[src/rtl/vec2pred_pkg.sv]
package vec2pred_pkg;

    typedef enum logic [1:0] {
        SZ_B = 2'd0,
        SZ_H = 2'd1,
        SZ_S = 2'd2,
        SZ_D = 2'd3
    } esize_e;

    typedef struct packed {
        logic       bad;
        esize_e     size;
        logic [2:0] idx;
        logic [4:0] src;
        logic [3:0] dst;
    } dec_t;

endpackage

[src/rtl/vec2pred_decode.sv]
module vec2pred_decode
    import vec2pred_pkg::*;
(
    input  logic [31:0] instr,
    output dec_t        dec
);

    localparam logic [7:0] TOP_BYTE = 8'b0000_0101;
    localparam logic [6:0] MID_BITS = 7'b0001110;

    logic fixed_ok;
    logic m_b, m_h, m_s, m_d;

    always_comb begin
        fixed_ok = (instr[31:24] == TOP_BYTE) && (instr[16:10] == MID_BITS) && !instr[4];
        m_b      = (instr[23:17] == 7'b0010101);
        m_h      = (instr[23:18] == 6'b001011);
        m_s      = (instr[23:19] == 5'b01101);
        m_d      = instr[23] && (instr[21:19] == 3'b101);

        dec.src  = instr[9:5];
        dec.dst  = instr[3:0];
        dec.bad  = !(fixed_ok && (m_b || m_h || m_s || m_d));
        dec.size = SZ_B;
        dec.idx  = 3'd0;
        if (m_d) begin
            dec.size = SZ_D;
            dec.idx  = {instr[22], instr[18:17]};
        end else if (m_s) begin
            dec.size = SZ_S;
            dec.idx  = {1'b0, instr[18:17]};
        end else if (m_h) begin
            dec.size = SZ_H;
            dec.idx  = {2'b00, instr[17]};
        end
    end

endmodule

[src/rtl/vec2pred_spread.sv]
module vec2pred_spread
    import vec2pred_pkg::*;
#(
    parameter int VL = 256
) (
    input  logic [VL-1:0]   vec,
    input  esize_e          size,
    input  logic [2:0]      idx,
    input  logic            bad,
    output logic [VL/8-1:0] pred
);

    localparam int PW   = VL / 8;
    localparam int LOGV = $clog2(VL);
    localparam int SH_H = LOGV - 4;
    localparam int SH_S = LOGV - 5;
    localparam int SH_D = LOGV - 6;

    logic [LOGV-1:0] base;
    logic [PW-1:0]   slice;
    logic [PW-1:0]   raw;

    always_comb begin
        unique case (size)
            SZ_B: base = '0;
            SZ_H: base = LOGV'(idx[0])   << SH_H;
            SZ_S: base = LOGV'(idx[1:0]) << SH_S;
            SZ_D: base = LOGV'(idx)      << SH_D;
        endcase
        slice = vec[base +: PW];
    end

    for (genvar j = 0; j < PW; j++) begin : g_bit
        logic hb, sb, db;
        if (j % 2 == 0) begin : g_h
            assign hb = slice[j/2];
        end else begin : g_hz
            assign hb = 1'b0;
        end
        if (j % 4 == 0) begin : g_s
            assign sb = slice[j/4];
        end else begin : g_sz
            assign sb = 1'b0;
        end
        if (j % 8 == 0) begin : g_d
            assign db = slice[j/8];
        end else begin : g_dz
            assign db = 1'b0;
        end
        always_comb begin
            unique case (size)
                SZ_B: raw[j] = slice[j];
                SZ_H: raw[j] = hb;
                SZ_S: raw[j] = sb;
                SZ_D: raw[j] = db;
            endcase
        end
    end

    assign pred = bad ? '0 : raw;

    function automatic logic [PW-1:0] upper_mask(input esize_e s);
        logic [PW-1:0] m;
        m = '0;
        for (int k = 0; k < PW; k++) begin
            if ((k & ((1 << s) - 1)) != 0) m[k] = 1'b1;
        end
        return m;
    endfunction

    always_comb begin
        AST_ELEM_UPPER_CLEAR: assert ((pred & upper_mask(size)) == '0);
        if (!bad && size == SZ_B) begin
            AST_BYTE_COPY: assert (pred == vec[PW-1:0]);
        end
    end

endmodule

[src/rtl/vec2pred_unpack.sv]
module vec2pred_unpack
    import vec2pred_pkg::*;
#(
    parameter int VL      = 256,
    parameter bit REG_OUT = 1'b1
) (
    input  logic            clk,
    input  logic            rst_n,
    input  logic            in_valid,
    input  logic [31:0]     instr,
    input  logic [VL-1:0]   vec,
    output logic            out_valid,
    output logic [VL/8-1:0] pred,
    output logic            out_bad,
    output logic [4:0]      src_reg,
    output logic [3:0]      dst_reg
);

    localparam int PW = VL / 8;

    dec_t          dec;
    logic [PW-1:0] pred_c;

    vec2pred_decode u_dec (
        .instr (instr),
        .dec   (dec)
    );

    vec2pred_spread #(.VL(VL)) u_spread (
        .vec  (vec),
        .size (dec.size),
        .idx  (dec.idx),
        .bad  (dec.bad),
        .pred (pred_c)
    );

    if (REG_OUT) begin : g_reg
        typedef enum logic {OS_IDLE, OS_SHOW} ostate_e;
        ostate_e       state, state_nx;
        logic [PW-1:0] pred_q;
        logic          bad_q;
        logic [4:0]    src_q;
        logic [3:0]    dst_q;

        always_comb begin
            unique case (state)
                OS_IDLE: state_nx = in_valid ? OS_SHOW : OS_IDLE;
                OS_SHOW: state_nx = in_valid ? OS_SHOW : OS_IDLE;
            endcase
        end

        always_ff @(posedge clk) begin
            if (!rst_n) state <= OS_IDLE;
            else        state <= state_nx;
        end

        always_ff @(posedge clk) begin
            if (!rst_n) begin
                pred_q <= '0;
                bad_q  <= 1'b0;
                src_q  <= '0;
                dst_q  <= '0;
            end else if (in_valid) begin
                pred_q <= pred_c;
                bad_q  <= dec.bad;
                src_q  <= dec.src;
                dst_q  <= dec.dst;
            end
        end

        assign out_valid = (state == OS_SHOW);
        assign pred      = pred_q;
        assign out_bad   = bad_q;
        assign src_reg   = src_q;
        assign dst_reg   = dst_q;

        AST_PULSE_AFTER_STROBE: assert property (@(posedge clk) disable iff (!rst_n)
            in_valid |=> out_valid);
        AST_BAD_ZEROES_PRED: assert property (@(posedge clk) disable iff (!rst_n)
            (out_valid && out_bad) |-> (pred == '0));
        AST_HOLD_IDLE: assert property (@(posedge clk) disable iff (!rst_n)
            !in_valid |=> $stable(pred));
    end else begin : g_comb
        assign out_valid = in_valid;
        assign pred      = pred_c;
        assign out_bad   = dec.bad;
        assign src_reg   = dec.src;
        assign dst_reg   = dec.dst;
    end

endmodule

[config.mk]
export PLATFORM = sky130hd
export DESIGN_NAME = vec2pred_unpack
export DESIGN_NICKNAME = d
export VERILOG_FILES = /design/src/rtl/vec2pred_pkg.sv /design/src/rtl/vec2pred_decode.sv /design/src/rtl/vec2pred_spread.sv /design/src/rtl/vec2pred_unpack.sv
export SDC_FILE = /design/constraint.sdc
export NUM_CORES = 1
export LEC_CHECK = 0
export CAP_MARGIN = 20
export CORE_AREA = 2 2 129 131
export DETAILED_ROUTE_END_ITERATION = 16
export DIE_AREA = 0 0 131 133
export GPL_TIMING_DRIVEN = 0
export PLACE_DENSITY = 0.66
export SLEW_MARGIN = 20
export SYNTH_ARGS = -nofsm -noshare
export SYNTH_HDL_FRONTEND = slang
export SYNTH_SLANG_ARGS = --single-unit
export TNS_END_PERCENT = 10
[constraint.sdc]
create_clock -name clk -period 2.3 [get_ports clk]
set_input_delay 0.46 -clock clk [delete_from_list [all_inputs] [get_ports clk]]
set_output_delay 0.46 -clock clk [all_outputs]
set_load 0.005 [all_outputs]
* After elaboration in Yosys (flattened, before gate mapping)
Cells that the tools add are included.
Widths: inputs -> output; s select.
** Operators by class
- Shifts and indexed selects :: 1
- Muxes and demuxes :: 38
- Eq/ne operators :: 9
- Reductions and logical operators :: 13
** Operator list (number)
- $shiftx 256x9->32 :: 1
- $mux 32 :: 1
- $pmux 1 s2 :: 16
- $pmux 8 s4 :: 1
- $pmux 1 s4 :: 7
- $pmux 1 s3 :: 8
- $mux 5 :: 2
- $eq 8x3->1 const B :: 1
- $eq 7x4->1 const B :: 1
- $eq 7x5->1 const B :: 1
- $eq 6x4->1 const B :: 1
- $eq 5x4->1 const B :: 1
- $eq 2x2->1 const B :: 2
- $logic_and 1x1->1 :: 4
- $mux 4 :: 1
- $reduce_or 4->1 :: 1
- $eq 3x3->1 const B :: 1
- $logic_or 1x1->1 :: 3
- $reduce_or 3->1 :: 1
- $eq 2x1->1 const B :: 1
- $logic_not 1->1 :: 2
- $logic_not 2->1 :: 1
- $mux 1 :: 2
- $reduce_or 2->1 :: 1
** Word-level totals
- Output and inout bits :: 43
- Bits in registers :: 43
- Bits of input ports :: 291

* Depth between registers and ports, before layout
Gate-level depths: netlist of run 1.
- Word-level depth :: 9
- Mapped depth :: 10
- Gate-level depth less buffers :: 6

* Cells and area by module
A second synthesis of run 1 with hierarchy kept.
** Unflattened totals
- Cell total of the unflattened synthesis :: 422
- Area, all modules :: 3608.5 um2
** By module, submodules not included
- vec2pred_spread :: times used 1, cells each 258, area an instance 1781.7 um2, seq. area each 0.0 um2
- vec2pred_unpack :: times used 1, cells each 137, area an instance 1656.6 um2, seq. area each 860.8 um2
- vec2pred_decode :: times used 1, cells each 27, area an instance 170.2 um2, seq. area each 0.0 um2

* Worst setup path after synthesis of run 1
No wires, ideal clock.
- Kind :: input to register
- From :: input port instr[23]
- To :: register g_reg.pred_q[15], in the netlist pred[15]
- Library setup time :: 0.115 ns
- Arrival :: 1.997 ns
- Data required time :: 2.185 ns
- Setup slack :: 0.189 ns
- Path buffers :: 2
- Stages on the path :: 8
- Cells stage by stage :: buf_4 -> nand2_2 -> nor2_2 -> buf_2 -> mux4_2 -> nand2_1 -> a21oi_1 -> o21a_1
** Between the ends
- Cells in the longest elaborated chain, start to end :: 9
- Elaborated cells on any way between the ends :: 20
- Those cells by class :: eq/ne (6); shift (1); mux (6); reduce/logical (7)
** RTL lines
- from (decl) :: RTL line vec2pred_unpack.sv:10 : input logic [31:0] instr,
- $eq 6x4->1 :: RTL line vec2pred_decode.sv:17 : m_h = (instr[23:18] == 6'b001011);
- $mux 4 :: RTL line vec2pred_decode.sv:32 : end else if (m_h) begin
- $mux 5 :: RTL line vec2pred_decode.sv:29 : end else if (m_s) begin
- $mux 5 :: RTL line vec2pred_decode.sv:26 : if (m_d) begin
- $eq 2x2->1, or another cell as far along :: RTL line vec2pred_spread.sv:24, vec2pred_spread.sv:51
- $pmux 8 s4 :: RTL line vec2pred_spread.sv:24 : unique case (size)
- $shiftx 256x9->32 :: RTL line vec2pred_spread.sv:30 : slice = vec[base +: PW];
- $pmux 1 s2 :: RTL line vec2pred_spread.sv:51 : unique case (size)
- $mux 32 (*) :: RTL line vec2pred_spread.sv:60 : assign pred = bad ? '0 : raw;
- to (signal assigned) :: RTL line vec2pred_unpack.sv:64 : pred_q <= pred_c;
- to (decl) :: RTL line vec2pred_unpack.sv:40 : logic [PW-1:0] pred_q;
Mark *: on every way between the ends. The rest lies on a longest branch, timed or not. The select of a mux whose other input is x is not followed.
A chain may end at the register's enable or synchronous reset.

* Worst setup path in the final report of run 1
- From :: input port instr[20]
- To :: register g_reg.pred_q[20], in the netlist pred[20]
** Between the ends
- Cells in the longest elaborated chain, start to end :: 9
- Elaborated cells on any way between the ends :: 20
- Those cells by class :: eq/ne (7); shift (1); mux (6); reduce/logical (6)
** RTL lines (RTL line)
- $eq 6x4->1 :: vec2pred_decode.sv:17
- $mux 4 :: vec2pred_decode.sv:32
- $mux 5 :: vec2pred_decode.sv:29
- $mux 5 :: vec2pred_decode.sv:26
- $eq 2x2->1, or another cell as far along :: vec2pred_spread.sv:24, vec2pred_spread.sv:51
- $pmux 8 s4 :: vec2pred_spread.sv:24
- $shiftx 256x9->32 :: vec2pred_spread.sv:30
- $pmux 1 s4 :: vec2pred_spread.sv:51
- $mux 32 (*) :: vec2pred_spread.sv:60
Marks and branches as above.

==> metrics.csv, run 1 <==
stage,metric,value,unit
status,outcome,"finished, final reports clean",
grt,antenna_found_initial,0,
layout,nets,925,
layout,drive_gt1_share,18.0,%
timing,min_period,2.27,ns
yosys,yosys-mux-area-fraction,12.0,%
power_and_ir_drop,ir_drop,0.337,mV
yosys,ys_seq_area_share,22.8,%
route,via_count,4740,
cts,clk_path_buf_depth,2,
yosys,synth-simple-area-share,26.4,%
yosys,syn-num-nets,768,
yosys,synth_top_cell_area_share,22.8,%
yosys,yosys.area.top_type,dfxtp_1,
grt,met2_usage,29.5,%
cts,cts_root_buf,clkbuf_16,
worst_setup_path,required,2.48,ns
yosys,syn_avg_cell_area,7.92,um2
yosys,yosys_warnings,0,
grt,grt_first_pass_wirelength,26700,um
power_and_ir_drop,p_switching,0.647,mW
yosys,ys_ff_latch,43,
worst_setup_path,start_kind,input port,
grt,grt_max_degree,16,
worst_setup_path,worstPathArrival,2.45,ns
route,drt-pass1-iter-count,5,
yosys,synth_compound_area_share,31.2,%
timing,hold_viol,0,
cts,htreeDepth,2,
timing,setup_viol,0,
grt,top_usage_layer,met2,
route,drtAntennaViolNets,0,
cts,cts_buffers,5,
yosys,synthTopCellsByArea,"dfxtp_1 23%, nand3_1 7.9%, mux2i_1 6.9%, a21oi_1 4.6%, nor2b_1 4.1%",
yosys,synth_edf_count,0,
power_and_ir_drop,powerDensity,362,nW/um2
placement,place_congestion,0.971,
power_and_ir_drop,p_comb_share,31.2,%
yosys,syn_inst,477,
floorplan,io_pins,334,
floorplan,die_w,131,um
placement,pre_cts_ws,-0.796,ns
cts,hold_buffers,0,
worst_setup_path,end_kind,register,
floorplan,dieArea,17400,um2
yosys,async_flop_share,0,%
cts,cts_tree,yes,
route,wirelength,17300,um
timing,worst_slew_pin_slew,0.604,ns
timing,skew,0,ns
route,drtIter0Drc,619,
route,via_per_inst,5.54,
power_and_ir_drop,seqPwrFrac,35.6,%
worst_setup_path,critical_path_class,input port to register,
cts,clk_pin_slew_worst_paths,0.06,ns
timing,rsz0062_at_grt,true,
floorplan,die-height,133,um
grt,grt_use_met1,28.4,%
power_and_ir_drop,clockPowerShare,33.2,%
cts,cts_sinks,43,
layout,largest_register_ffs,32,
timing,slew_headroom,59.7,%
power_and_ir_drop,switching_share,30.3,%
power_and_ir_drop,p_int,1.49,mW
hold_path,hold_class,register to register,
grt,grt_use_met3,3.92,%
floorplan,coreArea,16200,um2
power_and_ir_drop,p_leak,2.16,nW
timing,slew_violations,0,
placement,hpwlAfterDp,13100,um
cts,clock_latency,0.28,ns
timing,setup_slack,0.0258,ns
timing,max_freq,440,MHz
yosys,synth_top_family_by_area,compound AO/OA/AOI/OAI gates,
floorplan,num_rows,47,
worst_setup_path,worstPathMaxFanout,10,
yosys,synth_fa_ha_area_share,0,%
power_and_ir_drop,total_power,2.14,mW
grt,grt_pass1_vias,4685,
job,max_cap_violations,0,
grt,grt_util_all_layers,19.8,%
yosys,synth_flop_cell,dfxtp_1,
grt,overflow,0,
yosys,syn-cell-area,3780,um2
layout,utilization,36.5,%
floorplan,start_util,23.4,%
placement,place.port_buffers,130,
yosys,netlist-cell-type-count,73,
layout,num_antenna_cells,0,
route,drc,0,
yosys,synth_xor_xnor_area_share,0.464,%
route,drt-wirelength-per-cell,20.3,um
timing,fin_crit_sh,98.9,%
layout,syn_to_final_growth,56.4,%
==> worst max-delay path: stages <==
cell           delay [ns]
dlygate4sd2_1        0.26
nand3b_1             0.16
buf_4                0.17
buf_6                0.13
buf_4                0.18
buf_4                0.19
o21ai_0              0.17
nand3_1              0.17
o2111ai_4            0.19
o221ai_2             0.15
a22o_1               0.20
==> final timing paths <==
path	slack, ns	startpoint	cells past startpoint	endpoint
worst max-delay path	0.03	instr[20]	11	pred[20]
worst min-delay path	0.45	pred[19]	2	pred[19]
worst max register to register	1.43	pred[28]	3	pred[28]
worst min register to register	0.45	pred[19]	2	pred[19]
==> timing repair <==
item | CTS | global route
endpoints found under the setup margin | 32 | 20
pin swaps | 16 | 1
setup buffers | 17 | 0
endpoints found under the hold margin | 0 | 0
resized for setup | 57 | 6
gates cloned | 3 | 0
==> layout make-up <==
cell class                      instances  area [um2]
Fill cell                            1652       10300
Clock inverter                          3        23.8
Multi-Input combinational cell        385        2800
Inverter                                6        22.5
Buffer                                 43         323
Timing Repair Buffer                  150        1480
Tap cell                              220         275
Sequential cell                        43         861
Clock buffer                            5         125
==> Yosys cell counts, drive strengths merged (5+ instances only) <==
| master | instances |
|---|---|
| nand3 | 60 |
| dfxtp | 43 |
| nand2 | 38 |
| o21ai | 37 |
| a21oi | 35 |
| buf | 34 |
| mux2i | 26 |
| nor2b | 26 |
| o21a | 15 |
| a211oi | 13 |
| nor2 | 13 |
| clkbuf | 9 |
| o22ai | 9 |
| and3 | 8 |
| o211ai | 8 |
| and2 | 7 |
| mux2 | 7 |
| inv | 6 |
| a31oi | 5 |
| mux4 | 5 |
| nor3 | 5 |
==> power by group through the flow <==
stage / Combinational, mW / Sequential [mW] / Clock [mW]
5_1_grt: 0.705 / 0.762 / 0.760
4_1_cts: 0.645 / 0.761 / 0.736
2_1_floorplan: 0.287 / 0.779 / 0
3_3_place_gp: 0.596 / 0.778 / 0
6_report: 0.667 / 0.761 / 0.709
3_5_place_dp: 0.591 / 0.778 / 0
==> cells in the final DEF (no fill, tap or decap), drive strengths merged, types with 3 or more instances in the layout <==
cell type	n
mux4	5
and3b	4
buf	51
nand3b	3
a311o	3
o22ai	9
nand2	38
a211o	3
clkbuf	16
nor3	5
a31oi	5
a311oi	3
mux2i	26
dfxtp	43
nand4	4
nand3	60
mux2	7
and2	7
a211oi	13
and3	8
dlygate4sd2	4
o2111ai	3
a21oi	35
inv	7
a32oi	3
o221ai	3
o21a	15
a2bb2oi	4
nor2	13
o211ai	8
clkdlybuf4s50	126
nor2b	26
o21ai	37
a21o	4
==> layer usage <==
metal	vias up	routed length, um
li1	2135	-
met1	2226	7600
met2	336	7260
met3	43	1890
met4	0	586
met5	-	0
==> metrics by stage <==
stage                     setup TNS [ns]  cells  area (um2)  hold slack, ns
after CTS                              0    855        5880           0.452
final                                  0    855        5910           0.448
after floorplan                        0    477        3780           0.442
after global routing              -0.101    855        5910           0.476
after global placement            -19.27    827        5350           0.437
after detailed placement          -19.03    827        5350           0.443
==> kinds of logic after synthesis <==
| kind of cell | count (synthesis) |
|---|---|
| flip-flops | 43 |
| multiplexers | 38 |
| AO/OA/AOI/OAI | 165 |
| AND/OR/NAND/NOR | 180 |
| buffers and inverters | 49 |
| XOR/XNOR | 2 |
No activity file was read; power rests on OpenSTA's default activity.
==> run 2: changes to the inputs <==
--- a/config.mk
+++ b/config.mk
@@ -6,11 +6,11 @@
 export NUM_CORES = 1
 export LEC_CHECK = 0
 export CAP_MARGIN = 20
-export CORE_AREA = 2 2 129 131
+export CORE_AREA = 3 3 129 131
 export DETAILED_ROUTE_END_ITERATION = 16
-export DIE_AREA = 0 0 131 133
+export DIE_AREA = 0 0 132 134
 export GPL_TIMING_DRIVEN = 0
-export PLACE_DENSITY = 0.66
+export PLACE_DENSITY_LB_ADDON = 0.3
 export SLEW_MARGIN = 20
 export SYNTH_ARGS = -nofsm -noshare
 export SYNTH_HDL_FRONTEND = slang
==> constraint.sdc (replaced) <==
create_clock -name clk -period 2.75 [get_ports clk]
set_input_delay 0.55 -clock clk [delete_from_list [all_inputs] [get_ports clk]]
set_output_delay 0.55 -clock clk [all_outputs]
set_load 0.005 [all_outputs]
==> run 2 against run 1 <==
Cell area shrank 5.2%. Non-clock buffer count shrank 19. Via count shrank 3.0%. Largest power group is now the clock network. Highest routed layer unchanged. Global-route usage grew 0.41 points. Routed wire length grew 7.2%. Utilization shrank 0.90 points.
==> metrics.csv, run 2 (synthesis results as in run 1) <==
stage,metric,value,unit
cts,clock_latency,0.28,ns
grt,grt_max_degree,13,
power_and_ir_drop,ir_drop,0.277,mV
layout,ff_latch_area,861,um2
status,outcome,"finished, final reports clean",
timing,skew,0,ns
power_and_ir_drop,seqPwrFrac,34.9,%
power_and_ir_drop,p_switching,0.517,mW
worst_setup_path,worstPathArrival,2.89,ns
timing,slew_headroom,56.3,%
floorplan,num_rows,46,
timing,hold_viol,0,
worst_setup_path,critical_path_class,input port to register,
worst_setup_path,worstPathMaxFanout,10,
cts,clk_pin_slew_worst_paths,0.06,ns
route,via_per_inst,5.53,
worst_setup_path,required,2.93,ns
placement,place.port_buffers,130,
layout,num_antenna_cells,0,
timing,setup_viol,0,
route,via_count,4599,
route,drt-wirelength-per-cell,22.4,um
grt,met2_usage,30.9,%
placement,placed_area,5350,um2
floorplan,io_pins,334,
layout,drive_gt1_share,13.2,%
cts,cts_root_buf,clkbuf_16,
layout,final_common_cell,clkdlybuf4s50_1,
worst_setup_path,start_kind,input port,
worst_setup_path,end_kind,register,
timing,rsz0062_at_grt,true,
route,drt-pass1-iter-count,5,
cts,hold_buffers,0,
job,max_cap_violations,0,
floorplan,dieArea,17700,um2
timing,max_freq,369,MHz
cts,cts_buffers,5,
placement,hpwlAfterDp,14400,um
power_and_ir_drop,p_comb_share,29.2,%
power_and_ir_drop,p_int,1.31,mW
cts,clk_path_buf_depth,2,
timing,fin_crit_sh,98.5,%
timing,whs,0.440,ns
layout,fin_area,5600,um2
grt,top_usage_layer,met2,
power_and_ir_drop,switching_share,28.3,%
grt,grt_use_met1,29.5,%
timing,min_period,2.71,ns
layout,nets,906,
floorplan,start_util,24.0,%
grt,grt_util_all_layers,20.2,%
cts,cts_tree,yes,
grt,grt_first_pass_wirelength,28100,um
power_and_ir_drop,powerDensity,326,nW/um2
grt,grt_use_met3,3.71,%
cts,cts_sinks,43,
floorplan,coreArea,15700,um2
cts,htreeDepth,2,
layout,layout_common_cells,"130 x clkdlybuf4s50_1, 60 x nand3_1, 43 x dfxtp_1",
power_and_ir_drop,clockPowerShare,35.9,%
layout,syn_to_final_growth,48.3,%
placement,place_congestion,0.933,
grt,overflow,0,
layout,multi_input_area,2700,um2
layout,largest_register_ffs,32,
floorplan,die-height,134,um
timing,slew_violations,0,
route,drc,0,
timing,worst_slew_pin_slew,0.655,ns
route,wirelength,18600,um
grt,antenna_found_initial,0,
route,drtIter0Drc,401,
placement,pre_cts_ws,-0.417,ns
power_and_ir_drop,p_leak,2.02,nW
timing,setup_slack,0.0401,ns
timing,setup_tns,0,ns
hold_path,hold_class,register to register,
floorplan,die_w,132,um
grt,grt_pass1_vias,4637,
layout,fillers,1637,
route,drtAntennaViolNets,0,
run 2: changes by cell type in the layout (fill, tap and decap cells not counted), moves of 2 or more:
| cell | change |
|---|---|
| buf_8 | -2 |
| clkdlybuf4s50_1 | +4 |
| dlygate4sd2_1 | -4 |
| a21oi_1 | +3 |
| clkinvlp_4 | -2 |
| o2111ai_4 | -2 |
| a21oi_2 | -3 |
| buf_2 | +3 |
| buf_4 | -17 |
| buf_6 | -5 |
| clkbuf_4 | +3 |
| o21ai_0 | +2 |
run 2: power by group through the flow:
stage / clock network, mW / registers [mW] / logic, mW
after detailed placement: 0 / 0.651 / 0.510
final: 0.656 / 0.637 / 0.533
after floorplan: 0 / 0.652 / 0.240
after CTS: 0.666 / 0.637 / 0.516
after global routing: 0.699 / 0.638 / 0.566
after global placement: 0 / 0.650 / 0.509
run 2: layout make-up:
cell class | count | share of cell area, %
Tap cell | 216 | 4.83
Timing Repair Buffer | 131 | 23.4
Buffer | 43 | 4.94
Clock inverter | 1 | 0.536
Sequential cell | 43 | 15.4
Multi-Input combinational cell | 385 | 48.3
Clock buffer | 6 | 2.30
Inverter | 6 | 0.402
run 2: path summary, 6_finish.rpt:
check             endpoint  startpoint  slack (ns)  cells after the start
hold / removal     pred[9]     pred[9]        0.44                      2
hold reg to reg    pred[9]     pred[9]        0.44                      2
setup reg to reg  pred[28]    pred[28]        1.89                      3
setup / recovery  pred[18]   instr[20]        0.04                      9
run 2: per-layer routing:
metal / up-vias / wire, um / share of wire (%)
met1: 2238 / 8560 / 46
met5: - / 0 / 0
met4: 0 / 371 / 2.0
met3: 29 / 1430 / 7.7
met2: 244 / 8220 / 44
li1: 2088 / - / -
run 2: through the flow:
step	power, mW	cells	util (%)
finish	1.83	831	35.6
global route	1.90	831	35.6
CTS	1.82	830	35.2
detailed placement	1.16	823	34.0
global placement	1.16	823	34.0
floorplan	0.892	477	-
run 2: worst max-delay path, cell delays in order:
cell and delay (ns):
clkdlybuf4s50_1 0.49, nand3b_1 0.22, clkbuf_2 0.33, a21o_1 0.29
clkbuf_4 0.32, nand3_1 0.10, a21oi_1 0.26, o22ai_1 0.15
o21a_1 0.18
run 2: repair_timing:
item / 4_1_cts / 5_1_grt
pin swaps: 0 / 3
gates resized for setup: 5 / 20
setup endpoints to repair: 14 / 25
setup buffers: 0 / 1
